## src/rtl/hsub_pkg.sv

```systemverilog
package hsub_pkg;
  parameter int unsigned VEC_W  = 128;
  parameter int unsigned HALF_W = VEC_W / 2;
  parameter int unsigned E16_W  = 16;
  parameter int unsigned E32_W  = 32;
  parameter int unsigned P16    = VEC_W / (2 * E16_W);  // 16-bit pairs per full operand
  parameter int unsigned P32    = VEC_W / (2 * E32_W);  // 32-bit pairs per full operand
endpackage

```

## src/rtl/hsub_pair.sv

```systemverilog
module hsub_pair #(
  parameter int unsigned EW = 16
) (
  input  logic [EW-1:0] even_i,
  input  logic [EW-1:0] odd_i,
  input  logic          sat_i,
  output logic [EW-1:0] diff_o
);
  logic [EW:0] full;
  logic        ovf;

  // one guard bit: overflow shows as disagreement of the top two bits
  assign full = {even_i[EW-1], even_i} - {odd_i[EW-1], odd_i};
  assign ovf  = full[EW] ^ full[EW-1];

  always_comb begin
    if (sat_i && ovf) diff_o = {full[EW], {(EW-1){~full[EW]}}};
    else              diff_o = full[EW-1:0];
  end
endmodule

```

## src/rtl/hsub_pack.sv

```systemverilog
module hsub_pack
  import hsub_pkg::*;
(
  input  logic [P16-1:0][E16_W-1:0] d16_a_i,
  input  logic [P16-1:0][E16_W-1:0] d16_b_i,
  input  logic [P32-1:0][E32_W-1:0] d32_a_i,
  input  logic [P32-1:0][E32_W-1:0] d32_b_i,
  input  logic                      wide_i,
  input  logic                      elem32_i,
  output logic [VEC_W-1:0]          res_o
);
  localparam int unsigned H16 = P16 / 2;
  localparam int unsigned H32 = P32 / 2;

  always_comb begin
    res_o = '0;
    if (elem32_i) begin
      if (wide_i) res_o = {d32_b_i, d32_a_i};
      else        res_o[HALF_W-1:0] = {d32_b_i[H32-1:0], d32_a_i[H32-1:0]};
    end else begin
      if (wide_i) res_o = {d16_b_i, d16_a_i};
      else        res_o[HALF_W-1:0] = {d16_b_i[H16-1:0], d16_a_i[H16-1:0]};
    end
  end
endmodule

```

## src/rtl/hsub_unit.sv

```systemverilog
module hsub_unit
  import hsub_pkg::*;
(
  input  logic             clk_i,
  input  logic             rst_ni,
  input  logic             valid_i,
  input  logic             wide_i,
  input  logic             elem32_i,
  input  logic             sat_i,
  input  logic [VEC_W-1:0] a_i,
  input  logic [VEC_W-1:0] b_i,
  output logic             valid_o,
  output logic [VEC_W-1:0] res_o,
  output logic             mode_err_o
);
  logic [P16-1:0][E16_W-1:0] d16_a, d16_b;
  logic [P32-1:0][E32_W-1:0] d32_a, d32_b;
  logic [VEC_W-1:0]          res_c;
  logic                      err_c;

  for (genvar g = 0; g < P16; g++) begin : g_p16
    hsub_pair #(.EW(E16_W)) i_pa (
      .even_i(a_i[2*g*E16_W +: E16_W]), .odd_i(a_i[(2*g+1)*E16_W +: E16_W]),
      .sat_i (sat_i), .diff_o(d16_a[g]));
    hsub_pair #(.EW(E16_W)) i_pb (
      .even_i(b_i[2*g*E16_W +: E16_W]), .odd_i(b_i[(2*g+1)*E16_W +: E16_W]),
      .sat_i (sat_i), .diff_o(d16_b[g]));
  end

  // 32-bit lanes never saturate; an illegal request is flagged instead
  for (genvar g = 0; g < P32; g++) begin : g_p32
    hsub_pair #(.EW(E32_W)) i_pa (
      .even_i(a_i[2*g*E32_W +: E32_W]), .odd_i(a_i[(2*g+1)*E32_W +: E32_W]),
      .sat_i (1'b0), .diff_o(d32_a[g]));
    hsub_pair #(.EW(E32_W)) i_pb (
      .even_i(b_i[2*g*E32_W +: E32_W]), .odd_i(b_i[(2*g+1)*E32_W +: E32_W]),
      .sat_i (1'b0), .diff_o(d32_b[g]));
  end

  hsub_pack i_pack (
    .d16_a_i (d16_a), .d16_b_i (d16_b),
    .d32_a_i (d32_a), .d32_b_i (d32_b),
    .wide_i  (wide_i), .elem32_i(elem32_i),
    .res_o   (res_c)
  );

  assign err_c = sat_i & elem32_i;

  always_ff @(posedge clk_i or negedge rst_ni) begin
    if (!rst_ni) begin
      valid_o    <= 1'b0;
      res_o      <= '0;
      mode_err_o <= 1'b0;
    end else begin
      valid_o <= valid_i;
      if (valid_i) begin
        res_o      <= res_c;
        mode_err_o <= err_c;
      end
    end
  end

  AST_VALID_FOLLOWS: assert property (@(posedge clk_i) disable iff (!rst_ni)
    valid_i |=> valid_o);
  AST_VALID_DROPS: assert property (@(posedge clk_i) disable iff (!rst_ni)
    !valid_i |=> !valid_o);
  AST_HOLD_RES: assert property (@(posedge clk_i) disable iff (!rst_ni)
    !valid_i |=> $stable(res_o) && $stable(mode_err_o));
  AST_NARROW_UPPER_ZERO: assert property (@(posedge clk_i) disable iff (!rst_ni)
    (valid_i && !wide_i) |=> res_o[VEC_W-1:HALF_W] == '0);
  AST_ILLEGAL_FLAG: assert property (@(posedge clk_i) disable iff (!rst_ni)
    (valid_i && sat_i && elem32_i) |=> mode_err_o);
  AST_SAT_LOW_CLAMP: assert property (@(posedge clk_i) disable iff (!rst_ni)
    (valid_i && sat_i && !elem32_i && a_i[15:0] == 16'h8000 && a_i[31:16] == 16'h0001)
    |=> res_o[15:0] == 16'h8000);
endmodule

```

## config.mk

```make
export PLATFORM = sky130hd
export DESIGN_NAME = hsub_unit
export DESIGN_NICKNAME = d
export VERILOG_FILES = /design/src/rtl/hsub_pkg.sv /design/src/rtl/hsub_pair.sv /design/src/rtl/hsub_pack.sv /design/src/rtl/hsub_unit.sv
export SDC_FILE = /design/constraint.sdc
export NUM_CORES = 1
export LEC_CHECK = 0
export ABC_AREA = 1
export BUFFER_PORTS_ARGS = -buffer_cell sky130_fd_sc_hd__buf_2
export CORE_AREA = 2 2 215 217
export DETAILED_ROUTE_END_ITERATION = 16
export DIE_AREA = 0 0 217 219
export PLACE_DENSITY = 0.75
export SLEW_MARGIN = 0
export SYNTH_ARGS = -nofsm -noshare
export SYNTH_HDL_FRONTEND = slang
export SYNTH_SLANG_ARGS = --single-unit
```

## constraint.sdc

```tcl
create_clock -name clk_i -period 0.8 [get_ports clk_i]
set_input_delay 0.16 -clock clk_i [delete_from_list [all_inputs] [get_ports clk_i]]
set_output_delay 0.16 -clock clk_i [all_outputs]
set_load 0.1 [all_outputs]
```

==> out/qor.txt, run 1 <==
Clock Sinks = 130
worst_ep grt = res_o[121]$_DFFE_PN0P_/D
largest net degree at the start of global routing = 46
pre-CTS WS = -1.596 ns
worst ep type = register data pin
GP Congestion = 1.055
CTS Buf Count = 17
gr ovfl total = 1,451
PortBufs = 391
status = did not finish
Halt Stage = 5_1_grt
# rows = 78
post-synthesis sequential area ratio = 0.1455
I/O pins = 392
Syn Std Cell Area = 0.02236 mm^2
syn_area_per_cell = 5.741 um^2
syn_nets = 4,421
Mapped Cells = 3,895
Root Buffer = clkbuf_16
Die Ht = 219 um
Halt Reason = [ERROR GRT-0232] Routing congestion too high. Check the congestion heatmap in the GUI.
placed cells = 5,706
GRT Util Overall = 0.8988
Die W = 217 um
Netlist cell types = 47
Initial Util = 0.4960
Ys Warns = 0
H-tree levels = 4
Synth Register Bits = 130
HPWL Detailed = 86,920 um
Clock Path Buffers = 2
==> cell families after synthesis <==
logic type | after synthesis | share of synthesized area
and+or+nand+nor | 2083 | 0.3882
buffers and inverters | 655 | 0.1125
AOI/OAI and AO/OA | 649 | 0.1575
adders and majority gates | 264 | 0.1517
DFF | 130 | 0.1455
xor gates and xnor gates | 114 | 0.04465
==> synthesized netlist by cell type, drive strengths merged <==
| cell | instances | share of area |
|---|---|---|
| nor3 | 37 | 0.0088 |
| o211ai | 21 | 0.0070 |
| o31ai | 1 | 0.00034 |
| nor4 | 8 | 0.0022 |
| clkbuf | 35 | 0.0059 |
| nand3 | 397 | 0.090 |
| or2 | 14 | 0.0039 |
| a211oi | 1 | 0.00034 |
| o2111ai | 1 | 0.00039 |
| o21bai | 23 | 0.0077 |
| a31oi | 16 | 0.0045 |
| nor3b | 3 | 0.0010 |
| nand2b | 1 | 0.00028 |
| and2 | 4 | 0.0012 |
| nand3b | 10 | 0.0034 |
| xor2 | 71 | 0.028 |
| a21o | 26 | 0.0087 |
| buf | 40 | 0.0092 |
| and3 | 5 | 0.0014 |
| nor2 | 288 | 0.049 |
| fa | 12 | 0.011 |
| a21oi | 338 | 0.076 |
| o21a | 17 | 0.0057 |
| a21boi | 2 | 0.00067 |
| a31o | 3 | 0.0012 |
| nand4 | 36 | 0.010 |
| ha | 252 | 0.14 |
| inv | 580 | 0.097 |
| xnor2 | 43 | 0.017 |
| o21ai | 200 | 0.045 |
| dfrtp | 130 | 0.15 |
| nand2 | 1280 | 0.22 |
==> layer usage <==
layer	track usage	GRT overflow
met4	1.018	401
met5	0.4094	2
met1	0.8292	20
met2	1.094	1009
met3	0.7502	19
==> per-stage QoR <==
step / area (um^2) / hold WS [ns] / utilization
3_3_place_gp: 35010 / 0.03535 / 0.7766
2_1_floorplan: 23670 / -0.1356 / -
4_1_cts: 39280 / 0.03367 / 0.8713
3_5_place_dp: 35010 / 0.03789 / 0.7766
==> repair_timing <==
action | 4_1_cts
gates resized for setup | 710
cloned | 8
hold buffers | 1
pin swaps | 222
setup endpoints to repair | 258
endpoints found under the hold margin | 130
buffers inserted | 56
==> run 2: changes to the inputs <==
--- a/config.mk
+++ b/config.mk
@@ -7,10 +7,10 @@
 export LEC_CHECK = 0
 export ABC_AREA = 1
 export BUFFER_PORTS_ARGS = -buffer_cell sky130_fd_sc_hd__buf_2
-export CORE_AREA = 2 2 215 217
+export CORE_AREA = 2 2 256 258
 export DETAILED_ROUTE_END_ITERATION = 16
-export DIE_AREA = 0 0 217 219
-export PLACE_DENSITY = 0.75
+export DIE_AREA = 0 0 258 260
+export PLACE_DENSITY_LB_ADDON = 0.15
 export SLEW_MARGIN = 0
 export SYNTH_ARGS = -nofsm -noshare
 export SYNTH_HDL_FRONTEND = slang
==> run 2 against run 1 <==
Effect of this change:
- the flow now finishes, with violations (negative setup slack)
- synthesized area is the same
- synthesized cell count is the same
==> out/qor.txt, run 2 <==
status = complete, but fails checks
failing checks = negative setup slack
r2r setup slk = -0.04 ns
Post-synth EDFFs = 0
Reg-to-Reg End = res_o[33]
Setup crit start kind = input pin
vias in the first global route = 30,810
Pwr Density = 1486 mW/mm^2
setup violators final = 258
Worst Hold Class = in2async
top cells by area, synth = nand2_1 21%, dfrtp_1 15%, ha_1 14%, inv_1 9.7%, nand3_1 8.8%
setup TNS = -177.47 ns
I/O pins = 392
largest register by flop count = res_o
Top FF cell, synth = dfrtp_1
biggest regs = res_o (128), mode_err_o (1), valid_o (1)
Synth Register Bits = 130
switching power = 31.35 mW
power share of the combinational group = 0.716
largest area contributor in the netlist = nand2_1
vias per cell = 5.116
WS Path Type = in2reg
Max Cap Violations = 0
largest net degree at the start of global routing = 38
Ys Warns = 0
peak supply drop = 1889 uV
Clock Sinks = 130
async set-reset flop share out of synthesis = 1.000
drt wl/cell = 18.70 um
Finished Core Util = 0.6683
CTS Buf Count = 17
CTS tree = yes
clk_skew = 0 ns
gr ovfl total = 0
Final Hold Fails = 0
core area = 0.06412 mm^2
pre-CTS WS = -1.636 ns
H-tree levels = 4
top cell type's share of synthesized area = 0.2122
Die Ht = 260 um
commonest non-fill, non-tap cell in the layout = buf_4
worst setup margin = -0.9831 ns
most common cell in the netlist = nand2_1
nets@finish = 5,797
reg2reg path depth = 2
crit path DAT = 2.15 ns
final instance area = 0.04285 mm^2
commonest cells after routing, fill and taps aside = 958 x buf_4, 956 x nand2_1, 469 x inv_1
# rows = 93
Internal Dissipation = 32.32 mW
sequential power share = 0.155
Clock Latency Late Sink = 0.48 ns
RSZ-0062 raised after global routing = true
Initial Util = 0.3488
initial antenna violation count = 2
syn_nets = 4,421
Antenna Nets Post-Route = 0
ratio of final minimum period to clock period = 2.229
max FFs per register = 128
Tot Pwr = 63.67 mW
PortBufs = 391
clock group share of total power = 0.129
GRT Util Overall = 0.3230
Switching Share = 0.4923
Netlist cell types = 47
syn_area_per_cell = 5.741 um^2
share of cells above drive strength 1 = 0.5131
Post-DP Area = 0.03574 mm^2
DIE AREA = 0.06708 mm^2
CP Data Required Time = 1.17 ns
Area Overhead vs Synth = 91.61%
min Tclk post-route = 1.783 ns
Slew @ Worst Pin = 0.5112 ns
residual DRC count = 0
GP Congestion = 1.022
HPWL Detailed = 92,140 um
post-synthesis sequential area ratio = 0.1455
initial detailed-routing violation count = 2,011
Clock Path Buffers = 2
Die W = 258 um
Leakage Power = 21.52 nW
top cells by count, synth = 1,264 x nand2_1, 576 x inv_1, 392 x nand3_1
first-pass GRT wire length = 169,000 um
WL final = 114,800 um
Slew HR = 0.6567
Syn Std Cell Area = 0.02236 mm^2
Reg-to-Reg Start = res_o[33]
Crit. End Element = register
Mapped Cells = 3,895
Initial DRT Pass Iterations = 6
Reg clk slew, reported paths = 0.06 ns
fmax = 0.5608 GHz
fillcell total = 5,510
worst-path fanout max = 8
final slew viol count = 0
Root Buffer = clkbuf_16
DR vias = 31,410
run 2: cell counts after synthesis:
Identical to the previous run, type by type.
run 2: per-layer routing:
layer / vias up / global-route usage / wire length, um
met1: 14660 / 0.3960 / 47410
met5: - / 0 / 9
li1: 15420 / - / -
met4: 2 / 0.1323 / 5259
met2: 1077 / 0.5653 / 55490
met3: 254 / 0.04756 / 6662
run 2: per-stage QoR:
step	hold WS (ns)	cells
6_report	0.09899	6140
5_1_grt	0.1024	6140
4_1_cts	0.07397	6102
3_5_place_dp	0.03096	5998
3_3_place_gp	0.03200	5998
2_1_floorplan	-0.1356	3895
run 2: worst max-delay path by stage:
stage,start,end,slack [ns],depth (start not counted)
floorplan,b_i[32],res_o[48],-1.16,19
detailed placement,b_i[34],res_o[59],-1.64,14
CTS,a_i[96],res_o[48],-0.89,19
global placement,b_i[34],res_o[59],-1.68,14
global route,b_i[96],res_o[116],-1.04,19
finish,b_i[96],res_o[115],-0.98,19
run 2: cells by family (layout without fill, tap and decap cells):
group / count (synthesis) / count (layout) / synth area share
AO/OA/AOI/OAI: 649 / 649 / 0.1575
XOR/XNOR: 114 / 114 / 0.04465
adder cells (fa/ha/maj): 264 / 264 / 0.1517
buffers and inverters: 655 / 2039 / 0.1125
flip-flops: 130 / 130 / 0.1455
other: 0 / 1 / 0
AND/OR/NAND/NOR: 2083 / 2088 / 0.3882
run 2: area by class of cell:
type,count,area [um^2],area share
antenna,1,2.502,0.00005840
clock buffer,23,478.0,0.01115
clock inverter,9,103.9,0.002424
inverter,580,2308,0.05387
multi-input combinational,3115,22420,0.5233
sequential,130,3741,0.08731
tap,855,1070,0.02497
timing repair buffer,1427,12720,0.2969
run 2: critical path: stages:
cell and delay (ns):
buf_8 0.11, buf_12 0.12, inv_12 0.04, ha_4 0.13, inv_4 0.04, fa_2 0.36, nand3_2 0.08, nand3_2 0.08
nand4_1 0.10, nand2_2 0.08, nand2_4 0.10, nand4_1 0.13, buf_6 0.18, nand3_4 0.12, nand2_1 0.09, nand2_2 0.06
nand2_1 0.05, nand2_1 0.06, nand2_1 0.05
run 2: timing repair:
action                                  in CTS  in global routing
pin swaps                                  206                274
hold buffers                                 1                  0
hold endpoints to repair                   130                  0
endpoints found under the setup margin     258                258
setup buffers                               61                 41
gates cloned                                10                  0
gates resized for setup                    718                621
run 2: power by group through the flow:
stage,Combinational [mW],Sequential [mW],Clock [mW]
after floorplan,13.1,16.8,0
after global placement,37.7,9.93,0
after detailed placement,37.8,9.91,0
after CTS,42.0,9.83,8.36
after global routing,48.2,9.95,8.60
final,45.6,9.86,8.22
No activity file was read; power rests on OpenSTA's default activity.
==> run 3: changes to the inputs <==
--- a/config.mk
+++ b/config.mk
@@ -15,3 +15,4 @@
 export SYNTH_ARGS = -nofsm -noshare
 export SYNTH_HDL_FRONTEND = slang
 export SYNTH_SLANG_ARGS = --single-unit
+export TNS_END_PERCENT = 10
==> run 3 against run 2 <==
Effect of this change:
- the flow still finishes with violations (negative setup slack)
- non-clock buffer count decreased by 35
- register-to-register slack better by 0.06 ns
- die area stayed put
- critical path depth shrank 2
- fmax up 0.38%
- critical endpoint is now res_o[124]
- sequential share of layout area shrank 0.49 points
- critical path type unchanged
- highest routed layer unchanged
- worst hold slack worse by 0.038 ns
- clock skew unchanged
- combinational power is 7.9% lower
- clock power decreased by 2.9%
- largest cell class unchanged
- cell count is 0.54% lower
- flip-flop and latch count did not move
==> out/qor.txt, run 3 (same netlist as run 2, synthesis figures left out) <==
core area = 0.06412 mm^2
first-pass GRT wire length = 164,600 um
met2 WL = 53,490 um
peak supply drop = 1876 uV
drt wl/cell = 18.16 um
Crit. End Element = register
setup violators final = 258
Clock Sinks = 130
I/O pins = 392
vias per cell = 5.022
Area Overhead vs Synth = 78.32%
PortBufs = 391
Pwr Density = 1482 mW/mm^2
Final Hold Fails = 0
largest net degree at the start of global routing = 50
Antenna Nets Post-Route = 0
Reg-to-Reg Start = res_o[35]
hold_sp = elem32_i
Setup crit start kind = input pin
Initial Util = 0.3488
CTS tree = yes
commonest cells after routing, fill and taps aside = 1,066 x nand2_1, 966 x buf_4, 515 x inv_1
initial detailed-routing violation count = 1,873
worst setup margin = -0.9764 ns
Initial DRT Pass Iterations = 7
DIE AREA = 0.06708 mm^2
failing checks = negative setup slack
crit path DAT = 2.16 ns
HPWL Detailed = 91,160 um
Leakage Power = 20.90 nW
topmost layer with routed signal wires = met5
largest register by flop count = res_o
worst-path fanout max = 8
residual DRC count = 0
Clock Latency Late Sink = 0.48 ns
Reg-to-Reg End = res_o[35]
biggest regs = res_o (128), mode_err_o (1), valid_o (1)
vias in the first global route = 29,460
Root Buffer = clkbuf_16
GRT Util Overall = 0.3168
reg2reg path depth = 2
r2r setup slk = 0.02 ns
commonest non-fill, non-tap cell in the layout = nand2_1
Die W = 258 um
Slew @ Worst Pin = 0.4207 ns
CTS Buf Count = 17
nets@finish = 5,760
clk_skew = 0 ns
Die Ht = 260 um
fmax = 0.5629 GHz
Finished Core Util = 0.6220
ratio of final minimum period to clock period = 2.220
Max Cap Violations = 0
# rows = 93
CP Data Required Time = 1.18 ns
share of cells above drive strength 1 = 0.4302
initial antenna violation count = 4
met3 wire length = 5710 um
max FFs per register = 128
Reg clk slew, reported paths = 0.07 ns
GP Congestion = 0.9820
DR vias = 30,670
M1 wire length = 47,330 um
WS Path Type = in2reg
status = complete, but fails checks
setup TNS = -167.83 ns
Clock Path Buffers = 2
min Tclk post-route = 1.776 ns
Slew HR = 0.7175
hold path depth = 3
H-tree levels = 4
RSZ-0062 raised after global routing = true
hold path endpoint = res_o[15]
Worst Hold Class = in2reg
WL final = 110,900 um
gr ovfl total = 0
final slew viol count = 0
[run 3: timing repair]
action | CTS | global route
setup buffers | 42 | 21
hold buffers | 1 | 0
endpoints found under the hold margin | 130 | 0
setup endpoints to repair | 258 | 259
gates cloned | 5 | 0
resized for setup | 611 | 393
pin swaps | 178 | 123
[run 3: area by class of cell]
| class | instances | area, um^2 |
|---|---|---|
| sequential | 130 | 3284 |
| antenna | 5 | 12.51 |
| clock buffer | 19 | 432.9 |
| tap | 855 | 1070 |
| timing repair buffer | 1392 | 12040 |
| clock inverter | 13 | 128.9 |
| multi-input combinational | 3113 | 20640 |
| fill | 6096 | 24240 |
| inverter | 580 | 2268 |
[run 3: where the power goes]
| part | internal [mW] | leakage [nW] | switching, mW |
|---|---|---|---|
| combinational | 17.5 | 19.1 | 24.4 |
| sequential | 7.66 | 1.58 | 1.50 |
| clock | 4.32 | 0.263 | 3.67 |
[run 3: metal layers]
metal,vias to the layer above,track usage
met5,-,0
met3,197,0.03158
met2,937,0.5540
met1,14180,0.4026
met4,2,0.1177
li1,15360,-
[run 3: through the flow]
step | setup slack [ns] | hold slack, ns | std cells | instance area [um^2] | total power, mW
2_1_floorplan | -1.173 | -0.1356 | 3895 | 22690 | 28.63
3_3_place_gp | -1.656 | 0.01037 | 6003 | 34630 | 45.95
3_5_place_dp | -1.665 | 0.009155 | 6003 | 34630 | 45.99
4_1_cts | -0.9058 | 0.03085 | 6082 | 38090 | 56.91
5_1_grt | -1.102 | 0.06604 | 6103 | 39870 | 62.16
6_report | -0.9764 | 0.06054 | 6107 | 39880 | 59.09
[run 3: worst max path at each step]
| stage | startpoint | slack [ns] | cells past startpoint | endpoint |
|---|---|---|---|---|
| 6_report | b_i[108] | -0.98 | 17 | res_o[124] |
| 5_1_grt | b_i[108] | -1.10 | 17 | res_o[117] |
| 4_1_cts | b_i[96] | -0.91 | 19 | res_o[124] |
| 3_5_place_dp | a_i[64] | -1.66 | 17 | res_o[46] |
| 2_1_floorplan | b_i[32] | -1.17 | 19 | res_o[48] |
| 3_3_place_gp | b_i[32] | -1.66 | 16 | res_o[74] |
[run 3: critical path, stage by stage]
cell and delay [ns]:
buf_2 0.12, buf_4 0.14, ha_4 0.27, nand2_1 0.07
inv_1 0.14, nand3_4 0.12, nor3_4 0.23, nand2_4 0.08
nand2_2 0.09, nand2_1 0.08, nand2_2 0.10, nand4_4 0.15
buf_12 0.17, nand2_2 0.05, nand2_1 0.05, nand2_1 0.08
nand2_1 0.05
